==> src/rtl/brd_ctrl_pkg.sv <==
package brd_ctrl_pkg;
  localparam int FLD_W  = 5;
  localparam int ADDR_W = 2 * FLD_W;
  localparam int DATA_W = 16;
  localparam int HDR_W  = 2 + ADDR_W;

  localparam logic [ADDR_W-1:0] A_PROD_LO = 10'h000;
  localparam logic [ADDR_W-1:0] A_PROD_HI = 10'h001;
  localparam logic [ADDR_W-1:0] A_VER_LO  = 10'h002;
  localparam logic [ADDR_W-1:0] A_VER_HI  = 10'h003;
  localparam logic [ADDR_W-1:0] A_MODE_LO = 10'h004;
  localparam logic [ADDR_W-1:0] A_MODE_HI = 10'h005;
  localparam logic [ADDR_W-1:0] A_APP_LO  = 10'h006;
  localparam logic [ADDR_W-1:0] A_APP_HI  = 10'h007;
  localparam logic [ADDR_W-1:0] A_SWITCH  = 10'h008;
  localparam logic [ADDR_W-1:0] A_RESET   = 10'h00A;
  localparam logic [ADDR_W-1:0] A_POWER   = 10'h00B;
  localparam logic [ADDR_W-1:0] A_PERI_LO = 10'h00C;
  localparam logic [ADDR_W-1:0] A_PERI_HI = 10'h00D;
  localparam logic [ADDR_W-1:0] A_LED     = 10'h00E;

  localparam logic [1:0] OP_RD = 2'b10;
  localparam logic [1:0] OP_WR = 2'b01;

  typedef enum logic [2:0] {
    FS_HUNT,
    FS_START,
    FS_HDR,
    FS_TA_RD,
    FS_RD,
    FS_TA_WR,
    FS_WR
  } frm_state_e;
endpackage

==> src/rtl/brd_sync_bus.sv <==
module brd_sync_bus #(
  parameter int           W       = 1,
  parameter logic [W-1:0] RST_VAL = '0
) (
  input  logic         clk,
  input  logic         rst_n,
  input  logic [W-1:0] async_i,
  output logic [W-1:0] sync_o
);
  for (genvar g = 0; g < W; g++) begin : g_bit
    logic s1_q, s2_q;
    always_ff @(posedge clk or negedge rst_n) begin
      if (!rst_n) begin
        s1_q <= RST_VAL[g];
        s2_q <= RST_VAL[g];
      end else begin
        s1_q <= async_i[g];
        s2_q <= s1_q;
      end
    end
    assign sync_o[g] = s2_q;
  end
endmodule

==> src/rtl/brd_mdio_frame.sv <==
module brd_mdio_frame
  import brd_ctrl_pkg::*;
#(
  parameter int PRE_LEN = 32
) (
  input  logic              clk,
  input  logic              rst_n,
  input  logic              mdc_s,
  input  logic              di_s,
  input  logic              en_s,
  output logic              req_rd,
  output logic              req_wr,
  output logic [ADDR_W-1:0] req_addr,
  output logic [DATA_W-1:0] req_wdata,
  input  logic [DATA_W-1:0] rd_data,
  output logic              mdio_do,
  output logic              mdio_oe
);
  localparam int PCW = $clog2(PRE_LEN + 1);
  localparam int CW  = (PCW > 4) ? PCW : 4;
  localparam logic [CW-1:0] PRE_MAX  = CW'(PRE_LEN);
  localparam logic [CW-1:0] HDR_LAST = CW'(HDR_W - 1);
  localparam logic [CW-1:0] DAT_LAST = CW'(DATA_W - 1);

  frm_state_e        state_q;
  logic [CW-1:0]     cnt_q;
  logic              mdc_prev_q;
  logic [HDR_W-2:0]  hdr_q;
  logic [DATA_W-2:0] wsh_q;
  logic [DATA_W-1:0] rsh_q;
  logic              rise, fall;
  logic [HDR_W-1:0]  hdr_nxt;
  logic [1:0]        op_nxt;

  assign rise    = mdc_s & ~mdc_prev_q;
  assign fall    = ~mdc_s & mdc_prev_q;
  assign hdr_nxt = {hdr_q, di_s};
  assign op_nxt  = hdr_nxt[HDR_W-1 -: 2];

  always_ff @(posedge clk or negedge rst_n) begin
    if (!rst_n) begin
      state_q    <= FS_HUNT;
      cnt_q      <= '0;
      mdc_prev_q <= 1'b0;
      hdr_q      <= '0;
      wsh_q      <= '0;
      rsh_q      <= '0;
      req_rd     <= 1'b0;
      req_wr     <= 1'b0;
      req_addr   <= '0;
      req_wdata  <= '0;
      mdio_do    <= 1'b0;
      mdio_oe    <= 1'b0;
    end else begin
      mdc_prev_q <= mdc_s;
      req_rd     <= 1'b0;
      req_wr     <= 1'b0;
      if (!en_s) begin
        state_q <= FS_HUNT;
        cnt_q   <= '0;
        mdio_oe <= 1'b0;
        mdio_do <= 1'b0;
      end else begin
        if (req_rd) rsh_q <= rd_data;
        if (rise) begin
          unique case (state_q)
            FS_HUNT: begin
              if (di_s) begin
                if (cnt_q != PRE_MAX) cnt_q <= cnt_q + 1'b1;
              end else if (cnt_q == PRE_MAX) begin
                state_q <= FS_START;
                cnt_q   <= '0;
              end else begin
                cnt_q <= '0;
              end
            end
            FS_START: begin
              cnt_q   <= '0;
              state_q <= di_s ? FS_HDR : FS_HUNT;
            end
            FS_HDR: begin
              hdr_q <= hdr_nxt[HDR_W-2:0];
              if (cnt_q == HDR_LAST) begin
                cnt_q    <= '0;
                req_addr <= hdr_nxt[ADDR_W-1:0];
                if (op_nxt == OP_RD) begin
                  state_q <= FS_TA_RD;
                  req_rd  <= 1'b1;
                end else if (op_nxt == OP_WR) begin
                  state_q <= FS_TA_WR;
                end else begin
                  state_q <= FS_HUNT;
                end
              end else begin
                cnt_q <= cnt_q + 1'b1;
              end
            end
            FS_TA_RD: begin
              if (cnt_q == '0) cnt_q <= 1'b1;
              else begin
                cnt_q   <= '0;
                state_q <= FS_RD;
              end
            end
            FS_RD: begin
              if (cnt_q == DAT_LAST) begin
                cnt_q   <= '0;
                state_q <= FS_HUNT;
              end else begin
                cnt_q <= cnt_q + 1'b1;
              end
            end
            FS_TA_WR: begin
              if (cnt_q == '0) begin
                if (di_s) cnt_q <= 1'b1;
                else state_q <= FS_HUNT;
              end else begin
                cnt_q   <= '0;
                state_q <= di_s ? FS_HUNT : FS_WR;
              end
            end
            FS_WR: begin
              wsh_q <= {wsh_q[DATA_W-3:0], di_s};
              if (cnt_q == DAT_LAST) begin
                cnt_q     <= '0;
                state_q   <= FS_HUNT;
                req_wr    <= 1'b1;
                req_wdata <= {wsh_q, di_s};
              end else begin
                cnt_q <= cnt_q + 1'b1;
              end
            end
            default: begin
              state_q <= FS_HUNT;
              cnt_q   <= '0;
            end
          endcase
        end
        if (fall) begin
          if (state_q == FS_TA_RD && cnt_q != '0) begin
            mdio_oe <= 1'b1;
            mdio_do <= 1'b0;
          end else if (state_q == FS_RD) begin
            mdio_oe <= 1'b1;
            mdio_do <= rsh_q[DATA_W-1];
            rsh_q   <= {rsh_q[DATA_W-2:0], 1'b0};
          end else begin
            mdio_oe <= 1'b0;
            mdio_do <= 1'b0;
          end
        end
      end
    end
  end
endmodule

==> src/rtl/brd_reg_bank.sv <==
module brd_reg_bank
  import brd_ctrl_pkg::*;
#(
  parameter logic [31:0]       PROD_ID   = 32'h0,
  parameter logic [31:0]       VER_ID    = 32'h0,
  parameter logic [15:0]       PCB_VER   = 16'h0,
  parameter logic [15:0]       SOC_VER   = 16'h0,
  parameter logic [31:0]       SERIAL    = 32'h0,
  parameter logic [ADDR_W-1:0] SLOW_BASE = 10'h300,
  parameter int                RST_PULSE = 16
) (
  input  logic              clk,
  input  logic              rst_n,
  input  logic              rd_en,
  input  logic              wr_en,
  input  logic [ADDR_W-1:0] addr,
  input  logic [DATA_W-1:0] wdata,
  output logic [DATA_W-1:0] rdata,
  input  logic [11:0]       dip_n_i,
  input  logic [31:0]       mode_app_i,
  output logic [31:0]       mode_set_o,
  output logic [15:0]       power_o,
  output logic [31:0]       peri_o,
  output logic [15:0]       led_o,
  output logic              sys_rst_o
);
  localparam int RCW = $clog2(RST_PULSE + 1);
  localparam logic [RCW-1:0] RST_LOAD = RCW'(RST_PULSE);

  logic [DATA_W-1:0] mode_lo_q, mode_hi_q, power_q, peri_lo_q, peri_hi_q, led_q;
  logic [RCW-1:0]    rst_cnt_q;
  logic [ADDR_W-1:0] prev_addr_q;
  logic [DATA_W-1:0] stale_q;
  logic [DATA_W-1:0] fresh;
  logic [11:0]       dip_s;
  logic              in_slow;

  brd_sync_bus #(.W(12), .RST_VAL(12'hFFF)) u_dip_sync (
    .clk(clk), .rst_n(rst_n), .async_i(dip_n_i), .sync_o(dip_s)
  );

  assign in_slow   = (addr[ADDR_W-1:2] == SLOW_BASE[ADDR_W-1:2]);
  assign sys_rst_o = (rst_cnt_q != '0);

  always_comb begin
    fresh = '0;
    if (in_slow) begin
      unique case (addr[1:0])
        2'd0: fresh = PCB_VER;
        2'd1: fresh = SOC_VER;
        2'd2: fresh = SERIAL[15:0];
        default: fresh = SERIAL[31:16];
      endcase
    end else begin
      case (addr)
        A_PROD_LO: fresh = PROD_ID[15:0];
        A_PROD_HI: fresh = PROD_ID[31:16];
        A_VER_LO:  fresh = VER_ID[15:0];
        A_VER_HI:  fresh = VER_ID[31:16];
        A_MODE_LO: fresh = mode_lo_q;
        A_MODE_HI: fresh = mode_hi_q;
        A_APP_LO:  fresh = mode_app_i[15:0];
        A_APP_HI:  fresh = mode_app_i[31:16];
        A_SWITCH:  fresh = {4'b0000, dip_s};
        A_RESET:   fresh = {{(DATA_W-1){1'b0}}, sys_rst_o};
        A_POWER:   fresh = power_q;
        A_PERI_LO: fresh = peri_lo_q;
        A_PERI_HI: fresh = peri_hi_q;
        A_LED:     fresh = led_q;
        default:   fresh = '0;
      endcase
    end
  end

  assign rdata = (in_slow && addr != prev_addr_q) ? stale_q : fresh;

  always_ff @(posedge clk or negedge rst_n) begin
    if (!rst_n) begin
      mode_lo_q   <= '0;
      mode_hi_q   <= '0;
      power_q     <= '0;
      peri_lo_q   <= '0;
      peri_hi_q   <= '0;
      led_q       <= '0;
      rst_cnt_q   <= '0;
      prev_addr_q <= '1;
      stale_q     <= '0;
    end else begin
      if (rst_cnt_q != '0) rst_cnt_q <= rst_cnt_q - 1'b1;
      if (rd_en) begin
        prev_addr_q <= addr;
        if (in_slow) stale_q <= fresh;
      end
      if (wr_en) begin
        case (addr)
          A_MODE_LO: mode_lo_q <= wdata;
          A_MODE_HI: mode_hi_q <= wdata;
          A_POWER:   power_q   <= wdata;
          A_PERI_LO: peri_lo_q <= wdata;
          A_PERI_HI: peri_hi_q <= wdata;
          A_LED:     led_q     <= wdata;
          A_RESET:   if (wdata[0] && rst_cnt_q == '0) rst_cnt_q <= RST_LOAD;
          default:   ;
        endcase
      end
    end
  end

  assign mode_set_o = {mode_hi_q, mode_lo_q};
  assign power_o    = power_q;
  assign peri_o     = {peri_hi_q, peri_lo_q};
  assign led_o      = led_q;
endmodule

==> src/rtl/brd_ctrl_mdio.sv <==
module brd_ctrl_mdio
  import brd_ctrl_pkg::*;
#(
  parameter int                PRE_LEN   = 32,
  parameter int                RST_PULSE = 16,
  parameter logic [31:0]       PROD_ID   = 32'h5A17_0001,
  parameter logic [31:0]       VER_ID    = 32'h0002_0011,
  parameter logic [15:0]       PCB_VER   = 16'h0101,
  parameter logic [15:0]       SOC_VER   = 16'h0200,
  parameter logic [31:0]       SERIAL    = 32'h0000_0001,
  parameter logic [ADDR_W-1:0] SLOW_BASE = 10'h300
) (
  input  logic        clk,
  input  logic        rst_n,
  input  logic        mdc_i,
  input  logic        mdio_di,
  input  logic        mdio_en_n,
  output logic        mdio_do,
  output logic        mdio_oe,
  input  logic [11:0] dip_n_i,
  input  logic [31:0] mode_app_i,
  output logic [31:0] mode_set_o,
  output logic [15:0] power_o,
  output logic [31:0] peri_o,
  output logic [15:0] led_o,
  output logic        sys_rst_o
);
  logic [2:0]        pin_s;
  logic              fr_rd, fr_wr;
  logic [ADDR_W-1:0] fr_addr;
  logic [DATA_W-1:0] fr_wdata, bank_rdata;

  brd_sync_bus #(.W(3), .RST_VAL(3'b110)) u_pin_sync (
    .clk(clk), .rst_n(rst_n),
    .async_i({mdio_en_n, mdio_di, mdc_i}),
    .sync_o(pin_s)
  );

  brd_mdio_frame #(.PRE_LEN(PRE_LEN)) u_frame (
    .clk(clk), .rst_n(rst_n),
    .mdc_s(pin_s[0]), .di_s(pin_s[1]), .en_s(~pin_s[2]),
    .req_rd(fr_rd), .req_wr(fr_wr), .req_addr(fr_addr), .req_wdata(fr_wdata),
    .rd_data(bank_rdata), .mdio_do(mdio_do), .mdio_oe(mdio_oe)
  );

  brd_reg_bank #(
    .PROD_ID(PROD_ID), .VER_ID(VER_ID), .PCB_VER(PCB_VER), .SOC_VER(SOC_VER),
    .SERIAL(SERIAL), .SLOW_BASE(SLOW_BASE), .RST_PULSE(RST_PULSE)
  ) u_bank (
    .clk(clk), .rst_n(rst_n),
    .rd_en(fr_rd), .wr_en(fr_wr), .addr(fr_addr), .wdata(fr_wdata), .rdata(bank_rdata),
    .dip_n_i(dip_n_i), .mode_app_i(mode_app_i),
    .mode_set_o(mode_set_o), .power_o(power_o), .peri_o(peri_o), .led_o(led_o),
    .sys_rst_o(sys_rst_o)
  );
endmodule

==> config.mk <==
export PLATFORM = sky130hd
export DESIGN_NAME = brd_ctrl_mdio
export DESIGN_NICKNAME = d
export VERILOG_FILES = /design/src/rtl/brd_ctrl_pkg.sv /design/src/rtl/brd_sync_bus.sv /design/src/rtl/brd_mdio_frame.sv /design/src/rtl/brd_reg_bank.sv /design/src/rtl/brd_ctrl_mdio.sv
export SDC_FILE = /design/constraint.sdc
export NUM_CORES = 1
export LEC_CHECK = 0
export ABC_AREA = 1
export BUFFER_PORTS_ARGS = -buffer_cell sky130_fd_sc_hd__buf_2
export CELL_PAD_IN_SITES_DETAIL_PLACEMENT = 2
export CELL_PAD_IN_SITES_GLOBAL_PLACEMENT = 2
export CORE_MARGIN = 3
export CORE_UTILIZATION = 38
export DETAILED_ROUTE_END_ITERATION = 8
export PLACE_DENSITY = 0.82
export SETUP_SLACK_MARGIN = 0.05
export SYNTH_ARGS = -nofsm -noshare
export SYNTH_HDL_FRONTEND = slang
export SYNTH_HIERARCHICAL = 1
export SYNTH_SLANG_ARGS = --single-unit
==> constraint.sdc <==
create_clock -name clk -period 4.82 [get_ports clk]
set_input_delay 0.241 -clock clk [delete_from_list [all_inputs] [get_ports clk]]
set_output_delay 0.241 -clock clk [all_outputs]
set_load 0.02 [all_outputs]
=== After elaboration in Yosys (flattened, before gate mapping) ===
Index checks and enable logic that the tools add are counted.

* Register bits: 239
* Latch bits: 0
* Bits in writable memories: 0
* Bits in read-only memories: 0
* Output and inout port bits: 99
* Memories: 0

* $add $sub $neg: 2
* $mul: 0
* Div/mod/pow operators: 0
* $lt $le $gt $ge: 0
* Equal/unequal tests: 37
* Shift-type cells: 0
* Multiplexer cells: 53
* Bitwise logic cells: 5
* Reductions and logical operators: 26

{| class="wikitable"
|+ Operators with widths
! cell !! number
|-
| $pmux W16 S14 || 1
|-
| $mux W16 || 6
|-
| $eq A10 B4 Y1 const B || 6
|-
| $mux W6 || 8
|-
| $eq A10 B3 Y1 const B || 4
|-
| $mux W3 || 12
|-
| $pmux W10 S3 || 1
|-
| $pmux W6 S5 || 1
|-
| $eq A10 B2 Y1 const B || 2
|-
| $mux W5 || 4
|-
| $mux W1 || 18
|-
| $pmux W3 S6 || 1
|-
| $reduce_and A2 Y1 || 7
|-
| $eq A6 B4 Y1 const B || 2
|-
| $eq A10 B1 Y1 const B || 1
|-
| $logic_not A10 Y1 || 1
|-
| $ne A10 B10 Y1 || 1
|-
| $eq A3 B3 Y1 const B || 3
|-
| $reduce_and A3 Y1 || 3
|-
| $eq A8 B8 Y1 const B || 1
|-
| $ne A4 B4 Y1 const B || 2
|-
| $reduce_and A4 Y1 || 2
|-
| $reduce_and A7 Y1 || 1
|-
| $add A6 B1 Y6 const B || 1
|-
| 23 further kinds || 34
|}

=== Longest topological paths before layout ===
* Depth in word-level cells: 8
* Gate-level depth with buffers: 13

=== Modules after synthesis ===
The synthesis kept the hierarchy.

{| class="wikitable"
|+ By module, submodules not included
! module !! times used !! cells an instance !! area an instance (µm²) !! sequential area each (µm²)
|-
| brd_reg_bank || 1 || 819 || 6312.3 || 3190.6
|-
| brd_mdio_frame || 1 || 457 || 3988.8 || 2052.0
|-
| brd_sync_bus (u_bank.u_dip_sync) || 1 || 36 || 720.7 || 630.6
|-
| brd_sync_bus (u_pin_sync) || 1 || 9 || 177.7 || 155.1
|-
| brd_ctrl_mdio || 1 || 1 || 3.8 || 0.0
|}

=== Worst setup path before layout ===
OpenSTA, ideal clock, no wires.

* Kind: reg-to-reg
* Start: reg u_frame.req_addr[2]
* End: reg u_frame.rsh_q[2]
* Data arrival time: 1.700 ns
* Setup slack: 3.037 ns
* Stages on the path, launching flop included: 10
* Period minus slack after synthesis: 1.783 ns
* Path through: dfrtp_1 -> buf_4 -> nor2_2 -> inv_1 -> nor4_4 -> buf_2 -> nand3_1 -> nand3_1 -> a21oi_1 -> o21ai_0

* Word-level cells in the longest chain between the ends: 8
* Elaborated cells on any way between the ends: 24

{| class="wikitable"
|+ RTL lines
! element !! line !! RTL
|-
| from (decl) || brd_mdio_frame.sv:13 || <nowiki>output logic [ADDR_W-1:0] req_addr,</nowiki>
|-
| from (signal assigned) || brd_mdio_frame.sv:85 || <nowiki>req_addr <= hdr_nxt[ADDR_W-1:0];</nowiki>
|-
| $eq A10 B4 Y1, or another cell as far along || brd_reg_bank.sv:55 || <nowiki>case (addr)</nowiki>
|-
| $pmux W16 S14 || brd_reg_bank.sv:55 ||
|-
| $mux W16 || brd_reg_bank.sv:47 || <nowiki>if (in_slow) begin</nowiki>
|-
| $mux W16 * || brd_reg_bank.sv:75 || <nowiki>assign rdata = (in_slow && addr != prev_addr_q) ? stale_q : fresh;</nowiki>
|-
| named net bank_rdata[2] || brd_ctrl_mdio.sv:31 || <nowiki>logic [DATA_W-1:0] fr_wdata, bank_rdata;</nowiki>
|-
| $mux W16 * || brd_mdio_frame.sv:64 || <nowiki>if (req_rd) rsh_q <= rd_data;</nowiki>
|-
| $mux W16 || brd_mdio_frame.sv:143 || <nowiki>end else if (state_q == FS_RD) begin</nowiki>
|-
| $mux W16 || brd_mdio_frame.sv:140 || <nowiki>if (state_q == FS_TA_RD && cnt_q != '0) begin</nowiki>
|-
| $mux W16 * || brd_mdio_frame.sv:139 || <nowiki>if (fall) begin</nowiki>
|-
| to (signal assigned) || brd_mdio_frame.sv:64 ||
|-
| to (signal assigned) || brd_mdio_frame.sv:146 || <nowiki>rsh_q <= {rsh_q[DATA_W-2:0], 1'b0};</nowiki>
|-
| to (decl) || brd_mdio_frame.sv:30 || <nowiki>logic [DATA_W-1:0] rsh_q;</nowiki>
|}

The timed path passes the listed nets; every way through them passes the cells marked *.
A chain may end at the register's enable or synchronous reset.

=== Worst setup path in the final report ===
* Start: reg u_frame.req_addr[7]
* End: reg u_bank.power_q[14] (netlist: u_bank/power_o[14])

* Word-level cells in the longest chain between the ends: 2

{| class="wikitable"
|+ RTL lines
! element !! line !! RTL
|-
| $eq A10 B4 Y1 || brd_reg_bank.sv:95 || <nowiki>case (addr)</nowiki>
|-
| $reduce_and A2 Y1 (no source line) || n/a ||
|-
| to (signal assigned) || brd_reg_bank.sv:98 || <nowiki>A_POWER: power_q <= wdata;</nowiki>
|-
| to (decl) || brd_reg_bank.sv:30 || <nowiki>logic [DATA_W-1:0] mode_lo_q, mode_hi_q, power_q, peri_lo_q, peri_hi_q, led_q;</nowiki>
|}

Every way passes these cells.

==> results.cfg <==
[floorplanning]
coreArea_um2 = 28900
initial_core_util_pct = 38.8
chipWidth_um = 178
dieArea_um2 = 31600
row_count = 62
chipHeight_um = 178
io_pins = 148

[critical_path]
worstPathRequired_ns = 5.21
rr_worst_depth = 8
r2r-end = u_bank/power_o[14]
arrival_ns = 3.88
r2r-start = u_frame/req_addr[7]
regToRegSetupSlack_ns = 1.33
crit_fanout = 32
timing_worst_setup_path_type = register to register
worst_setup_path_end_kind = register
startpoint_type = register

[sta]
fmax_mhz = 286
worst_pin_slew_ns = 1.26
finalMaxSlewViolations = 0
fin_skew_ns = 0.0207
setup_tns_ns = 0
period_minus_slack_ns = 3.49
finalSetupViolCount = 0
whs_ns = 0.213
finalHoldViolations = 0
min_period_over_period_pct = 72.4
max-slew-margin-rel_pct = 15.6
rsz0062_at_grt = false
layout_setup_ws_ns = 1.33

[clocking]
cts_inserted_buffers = 28
cts-root-buf = clkbuf_16
cts.clk_slew.worst_paths_ns = 0.06
clock-sinks = 239
cts_tree = yes
cts_buffer_depth = 3
cts_setup_buffers = 0
htree_levels = 1
insertion_delay_ns = 0.56

[layout]
antennaDiodeCount = 0
nFillCells = 3257
final_cells = 1858
area_growth_syn_to_layout_pct = 18.2
fin_util_pct = 45.9
drive_above_1_share_pct = 21.5
final_area_um2 = 13200
final_nets = 1506

[placement]
portBuffers = 147
gp_congestion = 0.894
dpl.hpwl_mm = 28.8
dpl_cell_area_um2 = 12100
pre_cts_ws_ns = 1.43
post-place-cells = 1790

[global_routing]
grt_overflow = 0
grt_pass1_vias = 11100
grt_max_degree = 137
grt_first_pass_wirelength_mm = 67.1
grt_usage_pct = 27.6
grt_antenna_before_repair = 0

[power_and_ir_drop]
leakage_nw = 6.29
p_total_mw = 4.76
ir_worst_vdd_uv = 219
powerDensity_nw_per_um2 = 360

[outcome]
status = completed

[detailed_routing]
dr.pass1.iters = 5
vias_per_cell = 5.39
routed_wl_mm = 42.9
wl_per_cell_um = 23.1
postRouteAntennaNets = 0
dr.first_iter.drc_count = 774
drcViolationCount = 0
vias = 10000

[logic_synthesis]
yosys.area.top_type_share_pct = 44.9
yosysMostFrequentCell = nand2_1
syn-cell-area_um2 = 11200
postSynthCellCount = 1322
synth_cell_type_count = 41
synth_nets = 1376
synth.cells.most_frequent = nand2_1, dfrtp_1, inv_1
synth_area_leaders = dfrtp_1, nand2_1, dfstp_2
async_flop_share_pct = 100
synth_edf_count = 0
yosys.area.top_type = dfrtp_1
syn_area_per_cell_um2 = 8.47
synth_seq_area_share_pct = 53.8
synth_ff_type = dfrtp_1
ys_ff_latch = 239
ys_warn_count = 6

[worst_hold_path]
whs_path_depth = 5
hold_path_class = input pin to register
min_to = u_frame/rsh_q[5]
worstHoldStart = mode_app_i[5]

[job]
max_cap_viol_count = 0
==> cell type report <==
cell class	count	area (um^2)	share of cell area, %
multi-input combinational	872	4220	31.9
timing repair buffer	171	978	7.39
tap	384	480	3.63
clock buffer	39	782	5.91
inverter	140	526	3.97
sequential	239	6030	45.5
clock inverter	13	226	1.71
==> where the power goes <==
part           switching, mW  internal (mW)  total (mW)  leakage, nW
logic                  0.194          0.101       0.295         2.69
clock network          0.883           1.45        2.33        0.497
registers             0.0568           2.08        2.13         3.10
==> per-layer routing <==
layer | up-vias | GRT usage, % | wire, um
li1 | 4519 | - | -
met1 | 5186 | 38.1 | 19300
met2 | 248 | 46.3 | 20800
met3 | 70 | 3.12 | 1820
met4 | 0 | 7.43 | 1010
met5 | - | 0 | 0
==> state kept, by name (all words and copies together), names as in the netlist, 10 cells and up <==
| register | cells |
|---|---|
| u_bank/u_dip_sync/g_bit.s1_q | 12 |
| u_bank/mode_lo_q | 16 |
| u_bank/peri_lo_q | 16 |
| u_frame/req_addr | 10 |
| u_frame/rsh_q | 16 |
| u_bank/mode_hi_q | 16 |
| u_bank/prev_addr_q | 10 |
| u_frame/req_wdata | 16 |
| u_bank/led_o | 16 |
| u_bank/peri_hi_q | 16 |
| u_frame/hdr_q | 11 |
| u_bank/u_dip_sync/g_bit.s2_q | 12 |
| u_bank/power_o | 16 |
| u_bank/stale_q | 16 |
| u_frame/wsh_q | 15 |
==> layout by cell type, fill, tap and decap left out, types with 7 or more instances in the layout <==
master,count
a21oi_1,28
buf_2,146
buf_4,7
clkbuf_1,7
clkbuf_16,28
dfrtp_1,201
dfstp_2,38
dlygate4sd3_1,16
inv_1,124
inv_2,14
nand2_1,365
nand3_1,109
nand4_1,25
nor2_1,74
nor2_2,12
nor2_4,13
o21ai_0,113
o21ai_1,61
o21ai_2,21
==> worst max-delay path: stages, from the launching register on <==
cell	delay, ns
dfrtp_1	0.42
nor2_1	0.13
nand2_1	0.41
nor2_2	0.43
inv_2	0.08
nor2_2	0.54
nand2_1	0.89
nand2_1	0.32
o21ai_1	0.10
==> worst max path at each step <==
stage,slack (ns),from,depth (start not counted),endpoint
after floorplan,3.04,u_frame/req_addr[2],9,u_frame/rsh_q[2]
after global placement,1.69,u_frame/req_addr[7],8,u_bank/power_o[10]
after detailed placement,1.43,u_frame/req_addr[7],7,u_bank/power_o[2]
after global routing,1.11,u_frame/req_addr[7],8,u_bank/power_o[14]
final,1.33,u_frame/req_addr[7],8,u_bank/power_o[14]
after CTS,1.28,u_frame/req_addr[7],8,u_bank/power_o[14]
==> what timing repair did <==
action / CTS / global route
resized for setup: 0 / 0
hold buffers: 16 / 0
endpoints found under the hold margin: 118 / 0
==> cells by family (layout without fill, tap and decap cells) <==
family | after synthesis | count (layout) | synth area share, %
fa+ha+maj | 5 | 5 | 0.558
flops | 239 | 239 | 53.8
xor+xnor | 4 | 4 | 0.313
buf+inv | 211 | 363 | 8.55
simple gates | 626 | 626 | 25.2
compound gates | 237 | 237 | 11.6
Note: power is estimated with default switching activity, not from simulation.
